### src/rtl/eic_pkg.sv
package eic_pkg;

  localparam int TRIG_W = 3;
  localparam int NIB_W  = 4;
  localparam int WORD_W = 32;
  localparam int ADDR_W = 4;

  localparam logic [ADDR_W-1:0] A_TRIG_LO = 4'd0;
  localparam logic [ADDR_W-1:0] A_TRIG_HI = 4'd1;
  localparam logic [ADDR_W-1:0] A_MASK    = 4'd2;
  localparam logic [ADDR_W-1:0] A_PEND    = 4'd3;

  typedef struct packed {
    logic lvl_lo;
    logic lvl_hi;
    logic fall;
    logic rise;
  } trig_t;

  function automatic trig_t trig_decode(input logic [TRIG_W-1:0] f);
    trig_t t;
    t.lvl_lo = (f == 3'b000);
    t.lvl_hi = (f == 3'b001);
    t.fall   = f[1];
    t.rise   = f[2];
    return t;
  endfunction

  // Writable bits of a trigger word whose first line is 'base'.
  function automatic logic [WORD_W-1:0] trig_wmask(input int base, input int lines);
    logic [WORD_W-1:0] m;
    m = '0;
    for (int k = 0; k < WORD_W / NIB_W; k++) begin
      if (base + 2 * k < lines) m[k*NIB_W +: TRIG_W] = '1;
    end
    return m;
  endfunction

endpackage

### src/rtl/eic_sync.sv
module eic_sync #(
  parameter int W = 28
) (
  input  logic         clk,
  input  logic         rst_n,
  input  logic [W-1:0] d_i,
  output logic [W-1:0] q_o
);
  logic [W-1:0] meta_q, stab_q;

  always_ff @(posedge clk or negedge rst_n) begin
    if (!rst_n) begin
      meta_q <= '1;
      stab_q <= '1;
    end else begin
      meta_q <= d_i;
      stab_q <= meta_q;
    end
  end

  assign q_o = stab_q;
endmodule

### src/rtl/eic_trig.sv
module eic_trig
  import eic_pkg::*;
#(
  parameter int N = 28
) (
  input  logic                      clk,
  input  logic                      rst_n,
  input  logic [N-1:0]              sync_i,
  input  logic [N-1:0][TRIG_W-1:0]  line_cfg_i,
  output logic [N-1:0]              event_o
);
  logic [N-1:0] prev_q;

  always_ff @(posedge clk or negedge rst_n) begin
    if (!rst_n) prev_q <= '1;
    else        prev_q <= sync_i;
  end

  for (genvar i = 0; i < N; i++) begin : g_line
    trig_t t;
    always_comb begin
      t = trig_decode(line_cfg_i[i]);
      event_o[i] = (t.lvl_lo & ~sync_i[i])
                 | (t.lvl_hi &  sync_i[i])
                 | (t.fall   &  prev_q[i] & ~sync_i[i])
                 | (t.rise   & ~prev_q[i] &  sync_i[i]);
    end
  end
endmodule

### src/rtl/eic_group.sv
module eic_group #(
  parameter int N       = 28,
  parameter int FIRST_W = 4,
  parameter int GRP_W   = 8,
  parameter int NUM_GRP = 4
) (
  input  logic               clk,
  input  logic               rst_n,
  input  logic [N-1:0]       pend_i,
  input  logic [N-1:0]       mask_i,
  output logic [NUM_GRP-1:0] grp_o
);
  logic [N-1:0] live;
  assign live = pend_i & ~mask_i;

  for (genvar g = 0; g < NUM_GRP; g++) begin : g_grp
    localparam int LO = (g == 0) ? 0 : FIRST_W + (g - 1) * GRP_W;
    localparam int HI = (g == 0) ? FIRST_W - 1 : LO + GRP_W - 1;
    always_ff @(posedge clk or negedge rst_n) begin
      if (!rst_n) grp_o[g] <= 1'b0;
      else        grp_o[g] <= |live[HI:LO];
    end
  end
endmodule

### src/rtl/ext_irq_ctrl.sv
module ext_irq_ctrl
  import eic_pkg::*;
#(
  parameter int NUM_LINES     = 28,
  parameter int LINES_PER_REG = 16,
  parameter int FIRST_GRP_W   = 4,
  parameter int GRP_W         = 8,
  parameter int NUM_GRP       = 1 + (NUM_LINES - FIRST_GRP_W) / GRP_W
) (
  input  logic               clk,
  input  logic               rst_n,
  input  logic [NUM_LINES-1:0] ext_pins_i,
  input  logic               cfg_wr_i,
  input  logic [3:0]         cfg_addr_i,
  input  logic [31:0]        cfg_wdata_i,
  output logic [31:0]        cfg_rdata_o,
  output logic [NUM_GRP-1:0] grp_irq_o
);
  localparam logic [WORD_W-1:0] WM_LO = trig_wmask(0, NUM_LINES);
  localparam logic [WORD_W-1:0] WM_HI = trig_wmask(LINES_PER_REG, NUM_LINES);

  logic [WORD_W-1:0]    trig_lo_q, trig_hi_q;
  logic [NUM_LINES-1:0] mask_q, pend_q, clr_vec, set_vec, sync_pins;
  logic [NUM_LINES-1:0][TRIG_W-1:0] line_cfg;

  eic_sync #(.W(NUM_LINES)) u_sync (
    .clk(clk), .rst_n(rst_n), .d_i(ext_pins_i), .q_o(sync_pins)
  );

  // Per-line trigger field extraction: pair (2k,2k+1) shares a nibble.
  for (genvar i = 0; i < NUM_LINES; i++) begin : g_cfg
    localparam int LOC = i % LINES_PER_REG;
    localparam int OFF = (LOC / 2) * NIB_W;
    if (i < LINES_PER_REG) begin : g_lo
      assign line_cfg[i] = trig_lo_q[OFF +: TRIG_W];
    end else begin : g_hi
      assign line_cfg[i] = trig_hi_q[OFF +: TRIG_W];
    end
  end

  eic_trig #(.N(NUM_LINES)) u_trig (
    .clk(clk), .rst_n(rst_n), .sync_i(sync_pins),
    .line_cfg_i(line_cfg), .event_o(set_vec)
  );

  assign clr_vec = (cfg_wr_i && cfg_addr_i == A_PEND) ? cfg_wdata_i[NUM_LINES-1:0] : '0;

  always_ff @(posedge clk or negedge rst_n) begin
    if (!rst_n) begin
      trig_lo_q <= '0;
      trig_hi_q <= '0;
      mask_q    <= '1;
      pend_q    <= '0;
    end else begin
      if (cfg_wr_i && cfg_addr_i == A_TRIG_LO) trig_lo_q <= cfg_wdata_i & WM_LO;
      if (cfg_wr_i && cfg_addr_i == A_TRIG_HI) trig_hi_q <= cfg_wdata_i & WM_HI;
      if (cfg_wr_i && cfg_addr_i == A_MASK)    mask_q    <= cfg_wdata_i[NUM_LINES-1:0];
      pend_q <= (pend_q & ~clr_vec) | set_vec;
    end
  end

  always_comb begin
    unique case (cfg_addr_i)
      A_TRIG_LO: cfg_rdata_o = trig_lo_q;
      A_TRIG_HI: cfg_rdata_o = trig_hi_q;
      A_MASK:    cfg_rdata_o = WORD_W'(mask_q);
      A_PEND:    cfg_rdata_o = WORD_W'(pend_q);
      default:   cfg_rdata_o = '0;
    endcase
  end

  eic_group #(
    .N(NUM_LINES), .FIRST_W(FIRST_GRP_W), .GRP_W(GRP_W), .NUM_GRP(NUM_GRP)
  ) u_group (
    .clk(clk), .rst_n(rst_n), .pend_i(pend_q), .mask_i(mask_q), .grp_o(grp_irq_o)
  );
endmodule

### config.mk
export PLATFORM = sky130hd
export DESIGN_NAME = ext_irq_ctrl
export DESIGN_NICKNAME = d
export VERILOG_FILES = /design/src/rtl/eic_pkg.sv /design/src/rtl/eic_sync.sv /design/src/rtl/eic_trig.sv /design/src/rtl/eic_group.sv /design/src/rtl/ext_irq_ctrl.sv
export SDC_FILE = /design/constraint.sdc
export NUM_CORES = 1
export LEC_CHECK = 0
export BUFFER_PORTS_ARGS = -buffer_cell sky130_fd_sc_hd__clkbuf_2
export CAP_MARGIN = 20
export CORE_MARGIN = 2
export CORE_UTILIZATION = 57
export DETAILED_ROUTE_END_ITERATION = 10
export PLACE_DENSITY = 0.9
export SLEW_MARGIN = 20
export SYNTH_ARGS = -nofsm -noshare
export SYNTH_HDL_FRONTEND = slang
export SYNTH_HIERARCHICAL = 1
export SYNTH_SLANG_ARGS = --single-unit
### constraint.sdc
create_clock -name clk -period 3.95 [get_ports clk]
set_clock_uncertainty 0.15 [all_clocks]
set_input_delay 0.79 -clock clk [delete_from_list [all_inputs] [get_ports clk]]
set_output_delay 0.79 -clock clk [all_outputs]
set_load 0.005 [all_outputs]
==> reports/metrics.cfg, run 1 <==
[clock_network]
cts_resized=0
hold_buffers=0
cts_made_buffers=17
clkTransAtPathRegs_ns=0.06
cts.sinks=186
cts_setup_buffers=0
root_buffer=clkbuf_16
insertion_delay_ns=0.44
cts_tree=built
cts_buffer_depth=2
htree_levels=4

[worst_setup_path]
worstSetupPathType=input port to output pin
end_kind=output pin
crit_fanout=8
cp_data_required_time_ns=3.01
cp-start-kind=input port
cp-startpoint=cfg_addr_i[3]
arrival_ns=2.16
regToRegStartpoint=mask_q[14]

[floorplanning]
core.rowCount=44
dieArea_mm2=0.0156
die_w_um=125
core_area_mm2=0.0144
start_util_pct=57.8
ioPinCount=103
die_height_um=125

[detailed_routing]
num_vias=5302
antenna_left=0
wl_per_cell_um=19.7
drc=0
drt_iter0_drc=403
drt-pass1-iter-count=4
wl_mm=18.2
drt-vias-per-instance=5.74

[placement]
hpwl_mm=12.6
place_worst_setup_slack_ns=0.893
port_buffers=100
gp_congestion=0.812

[power_and_ir_drop]
switchingPower_uw=1330
p_int_uw=3570
total_power_uw=4900
power.switching_fraction_pct=27.1
comb_power_share_pct=16.7
peakVddDrop_mv=0.319
power.density_mw_per_mm2=510
clockPowerShare_pct=32.8
p_leak_uw=0.00417
pwr-share-seq_pct=50.5

[timing]
fmax_ghz=0.323
setup_viol_count_final=0
layout_setup_ws_ns=0.855
tns_ns=0
finalCriticalPeriod_ns=3.10
rsz0062_at_grt=no
slew_headroom_pct=45.4
hold_violations=0
finalCritPeriodShare_pct=78.4
slew_violations=0
tightest_slew_ns=0.818

[cells_and_area]
fin_nets=794
nFillCells=1040
area_growth_pct=15.0
regArea_mm2=0.00479
diodes=0
multiInputGateArea_mm2=0.00331
fin_util_pct=66.5
drive_gt1_share_pct=50.0

[synthesis]
synth_common_cells=dfstp_2 (112), dfrtp_1 (74), mux2_2 (70), nand3b_1 (56), nand2_1 (30)
synth_most_common_cell=dfstp_2
synth_cell_type_count=33
syn_inst=621
ys_async_sr_fraction_pct=100
synth_top_flop_cell=dfstp_2
yosysSeqAreaShare_pct=57.5
postSynthAreaPerCell_um2=13.4
synth_fp_nets=688
synthTopCellsByArea=dfstp_2 (35%), dfrtp_1 (22%), mux2_2 (9.4%)
synth_top_cell_by_area=dfstp_2
syn-cell-area_mm2=0.00834
yosysTopAreaCellShare_pct=35.3
synth-edff-count=0
ys_ff_latch=186
yosys_warnings=6

[global_route]
grt_usage_pct=24.7
grt_pass1_wl_mm=29.7
grt_overflow_total=0
grt_pass1_vias=5792
antenna_found_initial=1
grt_max_degree=76

[hold_path]
hold_path_class=flop to flop
min_from=u_sync/meta_q[9]

[status]
status=finished clean

[flow_run]
max_cap_violations=0

[flip-flops by register name, summed over array words and instances, names as in the netlist]
| signal | flops |
|---|---|
| u_sync/q_o | 28 |
| u_sync/meta_q | 28 |
| mask_q | 28 |
| trig_lo_q | 24 |
| trig_hi_q | 18 |
| pend_q | 28 |
| u_group/grp_o | 4 |
| u_trig/prev_q | 28 |
[power by group through the flow]
stage | logic, uW | clock network, uW | registers (uW)
6_report | 817 | 1610 | 2470
5_1_grt | 890 | 1710 | 2500
4_1_cts | 825 | 1630 | 2460
3_5_place_dp | 814 | 0 | 2490
3_3_place_gp | 774 | 0 | 2460
2_1_floorplan | 589 | 0 | 2400
[cell families (layout without fill, tap and decap cells)]
family          Yosys count  in the layout  share of synthesized area [%]
xor+xnor                 28             28                           2.94
flops                   186            186                           57.5
buf+inv                  49            168                           2.83
simple gates            186            186                           13.9
mux                      98             98                           15.5
compound gates           73             73                           7.24
other cells               1              1                         0.0450
[final cells by class]
type | instances | area share (%)
tap | 184 | 2.40
sequential | 186 | 50.0
inverter | 28 | 1.10
multi-input combinational | 386 | 34.5
clock inverter | 11 | 1.02
timing repair buffer | 108 | 6.17
clock buffer | 21 | 4.80
[critical path, cell delays in order]
cell	delay, ns
clkbuf_2	0.10
nor2_1	0.49
nand2_1	0.35
nor2_1	0.27
clkbuf_2	0.15
[final timing paths]
path / endpoint / cells after the start / slack [ns]
worst max-delay path: cfg_rdata_o[7] / 5 / 0.85
worst min-delay path: u_sync/q_o[9] / 0 / 0.21
worst max register to register: u_group/grp_o[2] / 2 / 2.47
worst min register to register: u_sync/q_o[9] / 0 / 0.21
max in group asynchronous: u_sync/meta_q[9] / 2 / 2.46
min in group asynchronous: trig_lo_q[26] / 1 / 0.22
[cells in the final DEF, fill, tap and decap left out, drive strengths merged, types with 4 or more instances in the layout]
cell,instances
o22ai,12
nand2b,28
o211ai,28
clkbuf,119
nand3b,56
nor2,13
o21ai,28
or2,29
inv,28
nand3,4
dfstp,112
clkinvlp,4
mux4,18
dfrtp,74
buf,10
mux2i,10
clkinv,6
xor2,28
mux2,70
and2,18
nand2,30
[routing by layer]
metal,wire length (um),vias up,GRT usage [%]
met5,0,-,0
met4,631,0,12.5
met3,1080,43,6.38
met2,9190,161,40.8
met1,7320,2709,30.2
li1,-,2389,-
[stage by stage]
step | hold WS [ns] | instances | cell area, um2
floorplan | 0.195 | 621 | 8340
global placement | 0.196 | 892 | 9030
detailed placement | 0.197 | 892 | 9030
CTS | 0.206 | 924 | 9590
global route | 0.207 | 924 | 9590
finish | 0.205 | 924 | 9590
Power figures use the tool's default switching activity.
==> inputs of run 2 (changes only) <==
==> constraint.sdc (replaced) <==
create_clock -name clk -period 3 [get_ports clk]
set_clock_uncertainty 0.15 [all_clocks]
set_input_delay 0.6 -clock clk [delete_from_list [all_inputs] [get_ports clk]]
set_output_delay 0.6 -clock clk [all_outputs]
set_load 0.005 [all_outputs]
==> reports/metrics.cfg, run 2 (same netlist as run 1, synthesis figures left out) <==
[detailed_routing]
drt_iter0_drc=612  ; +52%
wl_mm=18.5  ; +1.5%
drt-pass1-iter-count=5  ; +1
num_vias=5417  ; +2.2%
wl_per_cell_um=19.9  ; +0.78%
drt-vias-per-instance=5.82  ; +1.4%
antenna_left=0  ; unchanged
drc=0  ; unchanged

[clock_network]
insertion_delay_ns=0.43  ; about the same
root_buffer=clkbuf_16
cts_tree=built
cts.sinks=186  ; unchanged
cts_buffer_depth=2  ; unchanged
cts_resized=0  ; unchanged
hold_buffers=0  ; unchanged
htree_levels=4  ; unchanged
cts_made_buffers=17  ; unchanged
clkTransAtPathRegs_ns=0.06  ; about the same
cts_setup_buffers=0  ; unchanged

[timing]
setup_viol_count_final=0  ; unchanged
hold_violations=0  ; unchanged
rsz0062_at_grt=no
layout_setup_ws_ns=0.359  ; -0.496 ns
slew_headroom_pct=54.2  ; +8.8 points
tightest_slew_ns=0.687  ; -0.131 ns
finalCritPeriodShare_pct=88.0
finalCriticalPeriod_ns=2.64
slew_violations=0  ; unchanged
tns_ns=0  ; unchanged
fmax_ghz=0.379

[flow_run]
max_cap_violations=0  ; unchanged

[global_route]
antenna_found_initial=2  ; +1
grt_overflow_total=0  ; unchanged
grt_usage_pct=24.7  ; about the same
grt_max_degree=77  ; +1.3%
grt_pass1_wl_mm=30.1  ; +1.1%
grt_pass1_vias=5702  ; -1.6%

[power_and_ir_drop]
p_leak_uw=0.00426  ; +2.2%
power.density_mw_per_mm2=697  ; +37%
peakVddDrop_mv=0.423  ; +32%

[cells_and_area]
layout_common_cells=dfstp_2 (112), clkbuf_2 (98), dfrtp_1 (74)
final_common_cell=dfstp_2
fin_nets=800  ; +0.76%
nFillCells=973  ; -6.4%
finalNonFillerCells=931  ; +0.76%
drive_gt1_share_pct=50.1  ; +0.13 points
area_growth_pct=17.0
fin_util_pct=67.7  ; +1.2 points
final_cell_area_mm2=0.00976  ; +1.8%

[floorplanning]
dieArea_mm2=0.0156  ; unchanged
die_height_um=125  ; unchanged
start_util_pct=57.8  ; unchanged
core_area_mm2=0.0144  ; unchanged
ioPinCount=103  ; unchanged
core.rowCount=44  ; unchanged
die_w_um=125  ; unchanged

[placement]
hpwl_mm=12.7  ; +0.90%
gp_congestion=0.819  ; +0.91%
place_worst_setup_slack_ns=0.353  ; -0.541 ns
dpl-instance-area_mm2=0.00910  ; +0.78%
port_buffers=100  ; unchanged
placedCellCount=898  ; +0.67%

[worst_setup_path]
end_kind=output pin
crit_fanout=19  ; +11
cp-start-kind=input port
arrival_ns=1.89  ; -0.27 ns
worstSetupPathType=input port to output pin
cp_data_required_time_ns=2.25  ; -0.76 ns

[hold_path]
hold_path_class=input port to async pin

[status]
status=finished clean

-- run 2: cell count changes in the layout (fill, tap and decap cells not counted) --
cell	before	now
buf_4	6	10
bufinv_16	1	5
clkinv_2	4	1
clkinvlp_4	4	1
buf_12	2	4
clkbuf_1	2	4
clkbuf_8	2	4
clkinv_4	2	0
diode_2	0	1
-- run 2: worst paths after layout --
check / slack (ns) / start / cells after the start / end
setup / recovery: 0.36 / cfg_addr_i[0] / 5 / cfg_rdata_o[8]
hold reg to reg: 0.20 / u_sync/meta_q[19] / 0 / u_sync/q_o[19]
setup reg to reg: 1.48 / mask_q[14] / 2 / u_group/grp_o[2]
hold / removal: 0.05 / rst_n / 1 / trig_lo_q[20]
max in group asynchronous: 1.83 / rst_n / 2 / u_trig/prev_q[21]
min in group clk: 0.09 / ext_pins_i[3] / 1 / u_sync/meta_q[3]
-- run 2: metrics by stage --
step | total power [uW] | hold WS [ns]
floorplan | 3940 | 0.154
global placement | 4260 | 0.195
detailed placement | 4360 | 0.197
CTS | 6840 | 0.0547
global route | 7080 | 0.0787
finish | 6810 | 0.0478
-- run 2: worst max-delay path, stage by stage --
cell	delay (ns)
buf_2	0.12
buf_4	0.31
mux4_2	0.57
and2_1	0.18
clkbuf_2	0.11
-- run 2: layout make-up --
class                   instances  area [um2]  share of cell area, %
well taps                     184         230                   2.36
flip-flops and latches        186        4790                   49.1
clock buffers                  25         495                   5.07
diodes                          1        2.50                 0.0256
repair buffers                114         662                   6.78
clock inverters                 7         163                   1.67
inverters                      28         105                   1.08
multi-input cells             386        3310                   33.9
-- run 2: power breakdown --
part	total (uW)	switching [uW]	internal (uW)
Clock	2450	883	1570
Sequential	3260	338	2920
Combinational	1100	489	608
-- run 2: layer usage --
metal | share of wire [%] | GRT usage, % | wire length (um)
met5 | 0.070 | 0 | 13
met4 | 2.3 | 9.35 | 422
met3 | 6.4 | 6.55 | 1190
met2 | 50 | 40.2 | 9200
met1 | 41 | 32.1 | 7670
==> inputs of run 3 (changes only) <==
--- a/config.mk
+++ b/config.mk
@@ -7,7 +7,6 @@
 export LEC_CHECK = 0
 export BUFFER_PORTS_ARGS = -buffer_cell sky130_fd_sc_hd__clkbuf_2
 export CAP_MARGIN = 20
-export CORE_MARGIN = 2
 export CORE_UTILIZATION = 57
 export DETAILED_ROUTE_END_ITERATION = 10
 export PLACE_DENSITY = 0.9
==> reports/metrics.cfg, run 3 (same netlist as run 1, synthesis figures left out) <==
[worst_setup_path]
critPathSlowestCell=mux4_2
crit_fanout=39  ; +20
arrival_ns=1.91  ; +0.02 ns
worstSetupPathType=input port to output pin
cp_cell_sequence=clkbuf_2 > buf_12 > mux4_2 > and2_1 > clkbuf_2
end_kind=output pin
ff2ff_path_depth=2  ; unchanged
r2r_end=u_group/grp_o[2]
regToRegStartpoint=mask_q[18]
cp-start-kind=input port
ff2ff_setup_slack_ns=1.52  ; +0.04 ns
cp_data_required_time_ns=2.25  ; about the same
path_common_cell=clkbuf_2
max_stage_delay_ns=0.55  ; -0.02 ns

[clock_network]
insertion_delay_ns=0.43  ; about the same
cts_buffer_depth=2  ; unchanged
hold_buffers=0  ; unchanged
cts_resized=0  ; unchanged
cts.sinks=186  ; unchanged
htree_levels=4  ; unchanged
root_buffer=clkbuf_16
clkTransAtPathRegs_ns=0.06  ; about the same
cts_tree=built
cts_setup_buffers=0  ; unchanged
cts_made_buffers=17  ; unchanged

[placement]
placedCellCount=893  ; -0.56%
hpwl_mm=12.7  ; +0.43%
port_buffers=100  ; unchanged
gp_congestion=0.805  ; -1.7%

[global_route]
grt_overflow_total=0  ; unchanged
antenna_found_initial=1  ; -1
grt_max_degree=66  ; -14%
grt_pass1_vias=5748  ; +0.81%
grt_pass1_wl_mm=29.5  ; -1.9%
grt_usage_pct=26.5  ; +1.9 points

[detailed_routing]
antenna_left=0  ; unchanged
wl_per_cell_um=20.1  ; +1.2%
wl_mm=18.6  ; +0.59%
num_vias=5425  ; +0.15%
drt_iter0_drc=443  ; -28%
drt-vias-per-instance=5.86  ; +0.80%
drc=0  ; unchanged
drt-pass1-iter-count=5  ; unchanged

[cells_and_area]
fin_nets=799  ; -0.13%
diodes=0  ; -1
drive_gt1_share_pct=50.2  ; +0.067 points
layout_common_cells=dfstp_2 (112), clkbuf_2 (99), dfrtp_1 (74)
final_common_cell=dfstp_2
area_growth_pct=16.0
finalNonFillerCells=925  ; -0.64%

[timing]
tightest_slew_ns=0.579  ; -0.108 ns
finalCriticalPeriod_ns=2.66  ; +0.0203 ns
finalCritPeriodShare_pct=88.7  ; +0.68 points
slew_headroom_pct=61.4  ; +7.2 points
tns_ns=0  ; unchanged
rsz0062_at_grt=no
slew_violations=0  ; unchanged
hold_violations=0  ; unchanged
fmax_ghz=0.376  ; -0.76%
setup_viol_count_final=0  ; unchanged

[power_and_ir_drop]
power.switching_fraction_pct=26.8  ; +1.6 points
clockPowerShare_pct=33.3  ; -2.7 points
p_int_uw=4780  ; -6.3%
peakVddDrop_mv=0.653  ; +54%
p_leak_uw=0.00422  ; -1.0%
switchingPower_uw=1750  ; +2.1%
pwr-share-seq_pct=50.0  ; +2.1 points
comb_power_share_pct=16.7  ; +0.6 points
power.density_mw_per_mm2=674  ; -3.3%

[floorplanning]
start_util_pct=59.2  ; +1.3 points
die_w_um=123  ; -1.6%
ioPinCount=103  ; unchanged
dieArea_mm2=0.0151  ; -3.2%
die_height_um=123  ; -1.6%
core_area_mm2=0.0141  ; -2.3%
core.rowCount=43  ; -2.3%

[status]
status=finished clean

[hold_path]
hold_path_class=input port to async pin

[flow_run]
max_cap_violations=0  ; unchanged

==> run 3: how the worst max path moves through the flow <==
| stage | slack (ns) | endpoint | cells after the start | start |
|---|---|---|---|---|
| 3_5_place_dp | 0.35 | cfg_rdata_o[18] | 5 | cfg_addr_i[0] |
| 4_1_cts | 0.34 | cfg_rdata_o[18] | 5 | cfg_addr_i[0] |
| 5_1_grt | 0.28 | cfg_rdata_o[21] | 5 | cfg_addr_i[0] |
| 3_3_place_gp | 0.35 | cfg_rdata_o[18] | 5 | cfg_addr_i[0] |
| 2_1_floorplan | 0.62 | cfg_rdata_o[17] | 4 | cfg_addr_i[0] |
| 6_report | 0.34 | cfg_rdata_o[18] | 5 | cfg_addr_i[0] |
==> run 3: layer usage <==
metal | track usage, % | vias up | share of wire, %
met4 | 10.7 | 0 | 2.5
li1 | - | 2402 | -
met1 | 33.3 | 2773 | 41
met2 | 44.3 | 212 | 50
met5 | 0 | - | 0
met3 | 6.55 | 38 | 5.8
==> run 3: per-stage QoR <==
| stage | utilization, % | power, uW | hold WS (ns) | worst slack (ns) | cell area, um2 |
|---|---|---|---|---|---|
| 5_1_grt | 68.6 | 6780 | 0.0450 | 0.283 | 9670 |
| 3_5_place_dp | 64.6 | 4360 | 0.197 | 0.347 | 9100 |
| 3_3_place_gp | 64.6 | 4260 | 0.196 | 0.349 | 9100 |
| 4_1_cts | 68.6 | 6550 | 0.0173 | 0.339 | 9670 |
| 6_report | 68.6 | 6520 | 0.00984 | 0.339 | 9670 |
| 2_1_floorplan | - | 3940 | 0.154 | 0.616 | 8340 |
==> run 3: cell type report <==
type                       count  area (um2)
multi-input combinational    386        3310
inverter                      28         105
fill                         927        4420
timing repair buffer         113         667
clock inverter                11         121
tap                          180         225
sequential                   186        4790
clock buffer                  21         450
==> run 3: power groups by stage <==
stage | registers, uW | logic [uW] | clock network (uW)
3_3_place_gp | 3240 | 1020 | 0
6_report | 3260 | 1090 | 2170
5_1_grt | 3310 | 1170 | 2300
2_1_floorplan | 3160 | 775 | 0
3_5_place_dp | 3280 | 1080 | 0
4_1_cts | 3250 | 1090 | 2210
==> run 3: worst max-delay path, delay by kind of cell <==
kind / cells / cell delay (ns)
buf+inv: 3 / 0.56
mux: 1 / 0.55
simple gates: 1 / 0.17
